[config.mk]
export PLATFORM = sky130hd
export DESIGN_NAME = admux_burst_wr
export DESIGN_NICKNAME = d
export VERILOG_FILES = /design/src/rtl/admux_bw_pkg.sv /design/src/rtl/admux_bw_window.sv /design/src/rtl/admux_bw_ctrl.sv /design/src/rtl/admux_bw_dpath.sv /design/src/rtl/admux_burst_wr.sv
export SDC_FILE = /design/constraint.sdc
export NUM_CORES = 1
export LEC_CHECK = 0
export ABC_AREA = 1
export BUFFER_PORTS_ARGS = -buffer_cell sky130_fd_sc_hd__buf_2
export CORE_MARGIN = 2
export CORE_UTILIZATION = 50
export CTS_CLUSTER_SIZE = 12
export DETAILED_ROUTE_END_ITERATION = 12
export PLACE_DENSITY_LB_ADDON = 0.12
export SLEW_MARGIN = 25
export SYNTH_ARGS = -nofsm -noshare
export SYNTH_HDL_FRONTEND = slang
export SYNTH_SLANG_ARGS = --single-unit
[constraint.sdc]
create_clock -name clk -period 2 [get_ports clk]
set_input_delay 0.4 -clock clk [delete_from_list [all_inputs] [get_ports clk]]
set_output_delay 0.4 -clock clk [all_outputs]
set_load 0.1 [all_outputs]
[src/rtl/admux_bw_pkg.sv]
package admux_bw_pkg;
  localparam int ON_W   = 4;
  localparam int OFF_W  = 5;
  localparam int PAGE_W = 4;
  localparam int BEAT_W = 4;
  localparam int CNT_W  = OFF_W + 1;
  localparam int NUM_STROBES = 3;

  typedef struct packed {
    logic busy;
    logic csAct;
    logic advAct;
    logic weAct;
    logic loadAddr;
    logic loadBeat;
    logic done;
  } ctlStrobe_t;
endpackage

[src/rtl/admux_bw_window.sv]
module admux_bw_window #(
  parameter int CW = 6,
  parameter int OW = 4,
  parameter int FW = 5
) (
  input  logic [CW-1:0] te,
  input  logic [OW-1:0] onT,
  input  logic [FW-1:0] offT,
  input  logic          en,
  output logic          act
);
  always_comb begin
    act = en && (te >= CW'(onT)) && (te < CW'(offT));
  end
endmodule

[src/rtl/admux_bw_ctrl.sv]
module admux_bw_ctrl
  import admux_bw_pkg::*;
(
  input  logic              clk,
  input  logic              rstN,
  input  logic              start,
  input  logic [BEAT_W-1:0] beatsM1,
  input  logic [ON_W-1:0]   csOnTime,
  input  logic [OFF_W-1:0]  csOffTime,
  input  logic [ON_W-1:0]   advOnTime,
  input  logic [OFF_W-1:0]  advOffTime,
  input  logic [ON_W-1:0]   weOnTime,
  input  logic [OFF_W-1:0]  weOffTime,
  input  logic [ON_W-1:0]   dataOnTime,
  input  logic [OFF_W-1:0]  accessTime,
  input  logic [PAGE_W-1:0] pageTime,
  input  logic [OFF_W-1:0]  cycleTime,
  input  logic              wrValid,
  output logic              wrReady,
  output ctlStrobe_t        strb
);
  // effective time, beat index on bus, page sub-counter
  logic              busy;
  logic [CNT_W-1:0]  te;
  logic [BEAT_W-1:0] beat;
  logic [PAGE_W-1:0] sub;

  // latched setup
  logic [NUM_STROBES-1:0][ON_W-1:0]  onQ;
  logic [NUM_STROBES-1:0][OFF_W-1:0] offQ;
  logic [BEAT_W-1:0] lastBeatQ;
  logic [CNT_W-1:0]  accQ, dataOnQ, endQ;
  logic [PAGE_W-1:0] pageQ;

  // clamped setup computed from the inputs
  logic [CNT_W-1:0]  accIn, dataOnIn, endIn;
  logic [PAGE_W-1:0] pageIn;

  always_comb begin
    accIn    = (accessTime == '0) ? CNT_W'(1) : CNT_W'(accessTime);
    dataOnIn = (dataOnTime == '0) ? CNT_W'(1) : CNT_W'(dataOnTime);
    if (dataOnIn > accIn) dataOnIn = accIn;
    pageIn   = (pageTime == '0) ? PAGE_W'(1) : pageTime;
    endIn    = (CNT_W'(cycleTime) > accIn) ? CNT_W'(cycleTime) : accIn + CNT_W'(1);
  end

  logic frozen, lastCyc, pageWrap, firstReq, accept;
  always_comb begin
    frozen   = busy && (te == accQ) && (beat != lastBeatQ);
    lastCyc  = busy && !frozen && (te == endQ - CNT_W'(1));
    pageWrap = (sub == pageQ - PAGE_W'(1));
    firstReq = busy && !frozen && (te == dataOnQ - CNT_W'(1));
    accept   = !busy && start;
    wrReady  = firstReq || (frozen && pageWrap);
  end

  always_ff @(posedge clk or negedge rstN) begin
    if (!rstN) begin
      busy      <= 1'b0;
      te        <= '0;
      beat      <= '0;
      sub       <= '0;
      onQ       <= '0;
      offQ      <= '0;
      lastBeatQ <= '0;
      accQ      <= CNT_W'(1);
      dataOnQ   <= CNT_W'(1);
      endQ      <= CNT_W'(2);
      pageQ     <= PAGE_W'(1);
    end else if (accept) begin
      busy      <= 1'b1;
      te        <= '0;
      beat      <= '0;
      sub       <= '0;
      onQ       <= {weOnTime, advOnTime, csOnTime};
      offQ      <= {weOffTime, advOffTime, csOffTime};
      lastBeatQ <= beatsM1;
      accQ      <= accIn;
      dataOnQ   <= dataOnIn;
      endQ      <= endIn;
      pageQ     <= pageIn;
    end else if (busy) begin
      if (lastCyc) begin
        busy <= 1'b0;
      end else if (frozen) begin
        if (pageWrap) begin
          sub  <= '0;
          beat <= beat + BEAT_W'(1);
        end else begin
          sub <= sub + PAGE_W'(1);
        end
      end else begin
        te <= te + CNT_W'(1);
      end
    end
  end

  // one comparator window per strobe
  logic [NUM_STROBES-1:0] actVec;
  for (genvar g = 0; g < NUM_STROBES; g++) begin : g_win
    admux_bw_window #(.CW(CNT_W), .OW(ON_W), .FW(OFF_W)) u_win (
      .te  (te),
      .onT (onQ[g]),
      .offT(offQ[g]),
      .en  (busy),
      .act (actVec[g])
    );
  end

  always_comb begin
    strb.busy     = busy;
    strb.csAct    = actVec[0];
    strb.advAct   = actVec[1];
    strb.weAct    = actVec[2];
    strb.loadAddr = accept;
    strb.loadBeat = wrReady && wrValid;
    strb.done     = lastCyc;
  end

  AST_FREEZE_HOLDS: assert property (@(posedge clk) disable iff (!rstN)
    frozen |=> $stable(actVec));
  AST_DONE_ENDS: assert property (@(posedge clk) disable iff (!rstN)
    lastCyc |=> !busy);
  AST_TE_BOUND: assert property (@(posedge clk) disable iff (!rstN)
    busy |-> (te < endQ));
  AST_START_IGNORED: assert property (@(posedge clk) disable iff (!rstN)
    (busy && !lastCyc && start) |=> (busy && $stable(lastBeatQ) && $stable(accQ)));
endmodule

[src/rtl/admux_bw_dpath.sv]
module admux_bw_dpath
  import admux_bw_pkg::*;
#(
  parameter int BUS_W = 16
) (
  input  logic             clk,
  input  logic             rstN,
  input  ctlStrobe_t       strb,
  input  logic [BUS_W-1:0] startAddr,
  input  logic [BUS_W-1:0] wrData,
  output logic             csN,
  output logic             advN,
  output logic             weN,
  output logic             dirOut,
  output logic             done,
  output logic [BUS_W-1:0] busOut
);
  logic [BUS_W-1:0] busQ;

  // bus register doubles as the keeper when idle
  always_ff @(posedge clk or negedge rstN) begin
    if (!rstN)              busQ <= '0;
    else if (strb.loadAddr) busQ <= startAddr;
    else if (strb.loadBeat) busQ <= wrData;
  end

  always_comb begin
    csN    = !strb.csAct;
    advN   = !strb.advAct;
    weN    = !strb.weAct;
    dirOut = strb.busy;
    done   = strb.done;
    busOut = busQ;
  end

  AST_IDLE_KEEPS_BUS: assert property (@(posedge clk) disable iff (!rstN)
    (!strb.busy && !strb.loadAddr) |=> $stable(busQ));
  AST_BEAT_IN_ACCESS: assert property (@(posedge clk) disable iff (!rstN)
    strb.loadBeat |-> strb.busy);
endmodule

[src/rtl/admux_burst_wr.sv]
module admux_burst_wr
  import admux_bw_pkg::*;
#(
  parameter int BUS_W = 16
) (
  input  logic              clk,
  input  logic              rstN,
  input  logic              start,
  input  logic [BUS_W-1:0]  startAddr,
  input  logic [BEAT_W-1:0] beatsM1,
  input  logic [ON_W-1:0]   csOnTime,
  input  logic [OFF_W-1:0]  csOffTime,
  input  logic [ON_W-1:0]   advOnTime,
  input  logic [OFF_W-1:0]  advOffTime,
  input  logic [ON_W-1:0]   weOnTime,
  input  logic [OFF_W-1:0]  weOffTime,
  input  logic [ON_W-1:0]   dataOnTime,
  input  logic [OFF_W-1:0]  accessTime,
  input  logic [PAGE_W-1:0] pageTime,
  input  logic [OFF_W-1:0]  cycleTime,
  input  logic [BUS_W-1:0]  wrData,
  input  logic              wrValid,
  output logic              wrReady,
  output logic              csN,
  output logic              advN,
  output logic              weN,
  output logic              dirOut,
  output logic [BUS_W-1:0]  busOut,
  output logic              done
);
  ctlStrobe_t strb;

  admux_bw_ctrl u_ctrl (
    .clk(clk), .rstN(rstN), .start(start), .beatsM1(beatsM1),
    .csOnTime(csOnTime), .csOffTime(csOffTime),
    .advOnTime(advOnTime), .advOffTime(advOffTime),
    .weOnTime(weOnTime), .weOffTime(weOffTime),
    .dataOnTime(dataOnTime), .accessTime(accessTime),
    .pageTime(pageTime), .cycleTime(cycleTime),
    .wrValid(wrValid), .wrReady(wrReady), .strb(strb)
  );

  admux_bw_dpath #(.BUS_W(BUS_W)) u_dpath (
    .clk(clk), .rstN(rstN), .strb(strb), .startAddr(startAddr),
    .wrData(wrData), .csN(csN), .advN(advN), .weN(weN),
    .dirOut(dirOut), .done(done), .busOut(busOut)
  );

  AST_DIR_MATCHES_CS_WINDOW: assert property (@(posedge clk) disable iff (!rstN)
    !csN |-> dirOut);
endmodule

==> out/summary.txt <==
Status -> finished with violations
Failing checks -> setup timing
Area share of fa/ha/maj cells after synthesis -> 9.90%
Yosys reg bits -> 82
Port bufs -> 106
Grt total ovfl -> 0
Die ar. -> 10900 um^2
Post-layout minimum cycle time -> 2500 ps
Routed Antenna Nets -> 0
Filler cell count -> 792
Fin crit share -> 125%
Netlist cell types -> 35
DRT Wirelength -> 13300 um
Gate power share -> 68.2%
Clock slew at the register clock pins of the worst setup and hold paths -> 90 ps
Drt drc -> 0
Final Cell Area -> 6870 um^2
Area Overhead vs Synth -> 35.8%
Most frequent cell after synthesis -> nand2_1
Routing usage on met1 -> 30.7%
RSZ-0062 raised after global routing -> true
CTS tree -> done
Max clock buf depth -> 2
Pin count of the biggest net entering global routing -> 81
Placed instance area -> 6290 um^2
Final nets -> 951
H-tree levels -> 3
VDD IR-drop max -> 1.29 mV
Sequential Power Share -> 23.4%
Sequential cell area -> 2070 um^2
Global placer's final weighted congestion -> 0.893
LEAKAGE -> 3.61 nW
Starting Density -> 51.7%
Vias per inst -> 5.09
Async SR Flop Fraction -> 100%
Multi-input logic area -> 2940 um^2
Busiest grt layer -> met2
Switching part of the total power -> 50.3%
Post-Synth XOR/XNOR Area -> 4.85%
Rows -> 36
CP top delay family -> flip-flops
CP Class -> flop to output pin
Width of the die -> 105 um
Critical Path End Type -> output pin
Synth top cells by count -> nand2_1, dfrtp_1, inv_1, o21ai_0, nand3_1
Total power divided by cell area -> 1930 nW/um^2
Crit path max-delay cell type -> dfstp_2
CTS sink cnt -> 82
Met2 Use GR -> 42.9%
CP Max Fanout -> 2
Post-synth top area share -> 38.6%
Max incr delay on CP -> 550 ps
Final setup margin -> -504 ps
Wire per inst -> 13.9 um
Initial antenna violation count -> 0
Clock latency on the worst-skew pair -> 370 ps
Top post-synthesis cells by area -> dfrtp_1, nand2_1, ha_1
Via Count -> 4898
Worst Setup Start Kind -> flop
Met3 Use GR -> 4.43%
Mean post-synth cell area -> 7.65 um^2
Synthesis Warnings -> 0
Peak Freq -> 0.399 GHz
Internal power -> 6.58 mW
Share of layout cells above drive strength 1 -> 31.9%
CP required -> 1600 ps
Hold Crit Class -> input port to flop
Synthesized instance count -> 661
Post-synth EDFFs -> 0
Dominant synthesized flop cell -> dfrtp_1
Core Footprint -> 9770 um^2
Worst Tran Pin Value -> 499 ps
Max-cap check violation count -> 0
Diodes inserted -> 0
Simple-gate portion of the synthesized area -> 27.1%
Drt initial violations -> 274
Buffer and inverter count on the worst path -> 4
Clock root cell -> clkbuf_8
Hold Fails Final Rpt -> 0
Vias in the first global route -> 4840
Synth area leader -> dfrtp_1
Net Switching -> 6.65 mW
DP HPWL -> 9370 um
Setup TNS -> -8140 ps
Tot GR Track Use -> 24.5%
Largest family of logic cells by synthesized area -> simple AND/OR/NAND/NOR gates
Sequential area share after synthesis -> 40.7%
Num CTS Buffers -> 9
Crit-path cells -> inv_2 > ha_4 > nand2_2 > xor2_2 > inv_1 > nand2_1 > nand3_2 > nor2_4 > nand2_4 > clkinvlp_4 > buf_12
Synthesized Nets -> 786
CP arrival -> 2100 ps
First-pass GRT wire length -> 21900 um
Drt first pass iters -> 4
Final Slew Violations -> 0
Worst Skew -> 13.7 ps
Io pins -> 107
Final setup viols -> 31
Clock Power Share -> 8.4%
Post-synthesis mux area share -> 0.198%
Max-slew headroom -> 66.9%
Die Ht -> 105 um
Compound-Gate Fraction of Synth Area -> 9.70%
Synthesized area -> 5060 um^2
==> registers in the layout (all words and copies together) (netlist names), 5 cells and up <==
signal / cells
u_ctrl.offQ: 15
u_ctrl.te: 6
u_ctrl.dataOnQ: 5
u_ctrl.endQ: 6
u_ctrl.accQ: 5
u_ctrl.onQ: 12
u_dpath.busOut: 16
==> power groups by stage <==
stage	Sequential [mW]	Clock, mW	Combinational, mW
floorplan	4.07	0	4.72
global placement	3.07	0	7.74
detailed placement	3.09	0	7.99
CTS	3.07	1.11	8.41
global route	3.20	1.19	9.79
finish	3.10	1.11	9.03
==> cells by family after synthesis <==
group                    after synthesis
AND/OR/NAND/NOR                      327
buffers and inverters                 95
AO/OA/AOI/OAI                         88
flip-flops                            82
adder cells (fa/ha/maj)               40
XOR/XNOR                              28
multiplexers                           1
==> path summary, 6_finish.rpt <==
check / slack [ps] / cells after the start / end / start
worst max register to register: -390 / 17 / u_ctrl.sub[3] / u_ctrl.te[2]
worst min register to register: 490 / 2 / u_ctrl.offQ[10] / u_ctrl.offQ[10]
worst max-delay path: -500 / 11 / done / u_ctrl.endQ[1]
max in group asynchronous: 940 / 3 / u_ctrl.accQ[0] / rstN
worst min-delay path: 220 / 3 / u_ctrl.lastBeatQ[2] / beatsM1[2]
min in group asynchronous: 450 / 2 / u_ctrl.offQ[8] / rstN
==> through the flow <==
| stage | hold slack, ps | worst slack [ps] | utilization (%) | total power [mW] | std cells |
|---|---|---|---|---|---|
| floorplan | 104 | -157 | - | 8.79 | 661 |
| global placement | 294 | -144 | 64.3 | 10.8 | 922 |
| detailed placement | 296 | -170 | 64.3 | 11.1 | 922 |
| CTS | 222 | -458 | 67.6 | 12.6 | 947 |
| global route | 239 | -578 | 70.3 | 14.2 | 963 |
| finish | 223 | -504 | 70.3 | 13.2 | 963 |
==> timing repair <==
| action | in CTS | in global routing |
|---|---|---|
| cloned | 0 | 1 |
| setup endpoints to repair | 23 | 32 |
| gates resized for setup | 18 | 46 |
| setup buffers | 11 | 16 |
| pin swaps | 16 | 19 |
| hold buffers | 1 | 0 |
| endpoints found under the hold margin | 15 | 0 |
==> cell type report <==
type                       count  share of cell area (%)
sequential                    82                    30.1
tap                          133                    2.42
clock buffer                  15                    2.42
multi-input combinational    485                    42.8
inverter                      68                    3.84
timing repair buffer         180                    18.5
==> worst reg2reg max path, delay by kind of cell (launching register included) <==
family	cells	cell delay, ps
AND/OR/NAND/NOR	9	990
buffers and inverters	8	780
flip-flops	1	490
==> per-layer routing <==
layer  part of all wire, %  up-vias
met2                    49      131
met5                     0        -
met1                    44     2299
met3                   4.6       23
met4                   2.0        0
li1                      -     2445
==> cell usage in the layout, fill, tap and decap left out, types with 7 or more instances in the layout <==
cell type,n
nand2_1,212
buf_2,100
dfrtp_1,73
inv_1,58
buf_4,54
o21ai_0,44
ha_1,34
nand3_1,33
nor2_1,26
buf_6,17
xnor2_1,16
a21oi_1,12
o21a_1,12
nand2_2,11
clkbuf_8,11
xor2_1,10
nand3_2,8
buf_12,8
inv_2,7
Note: power is estimated with default switching activity, not from simulation.
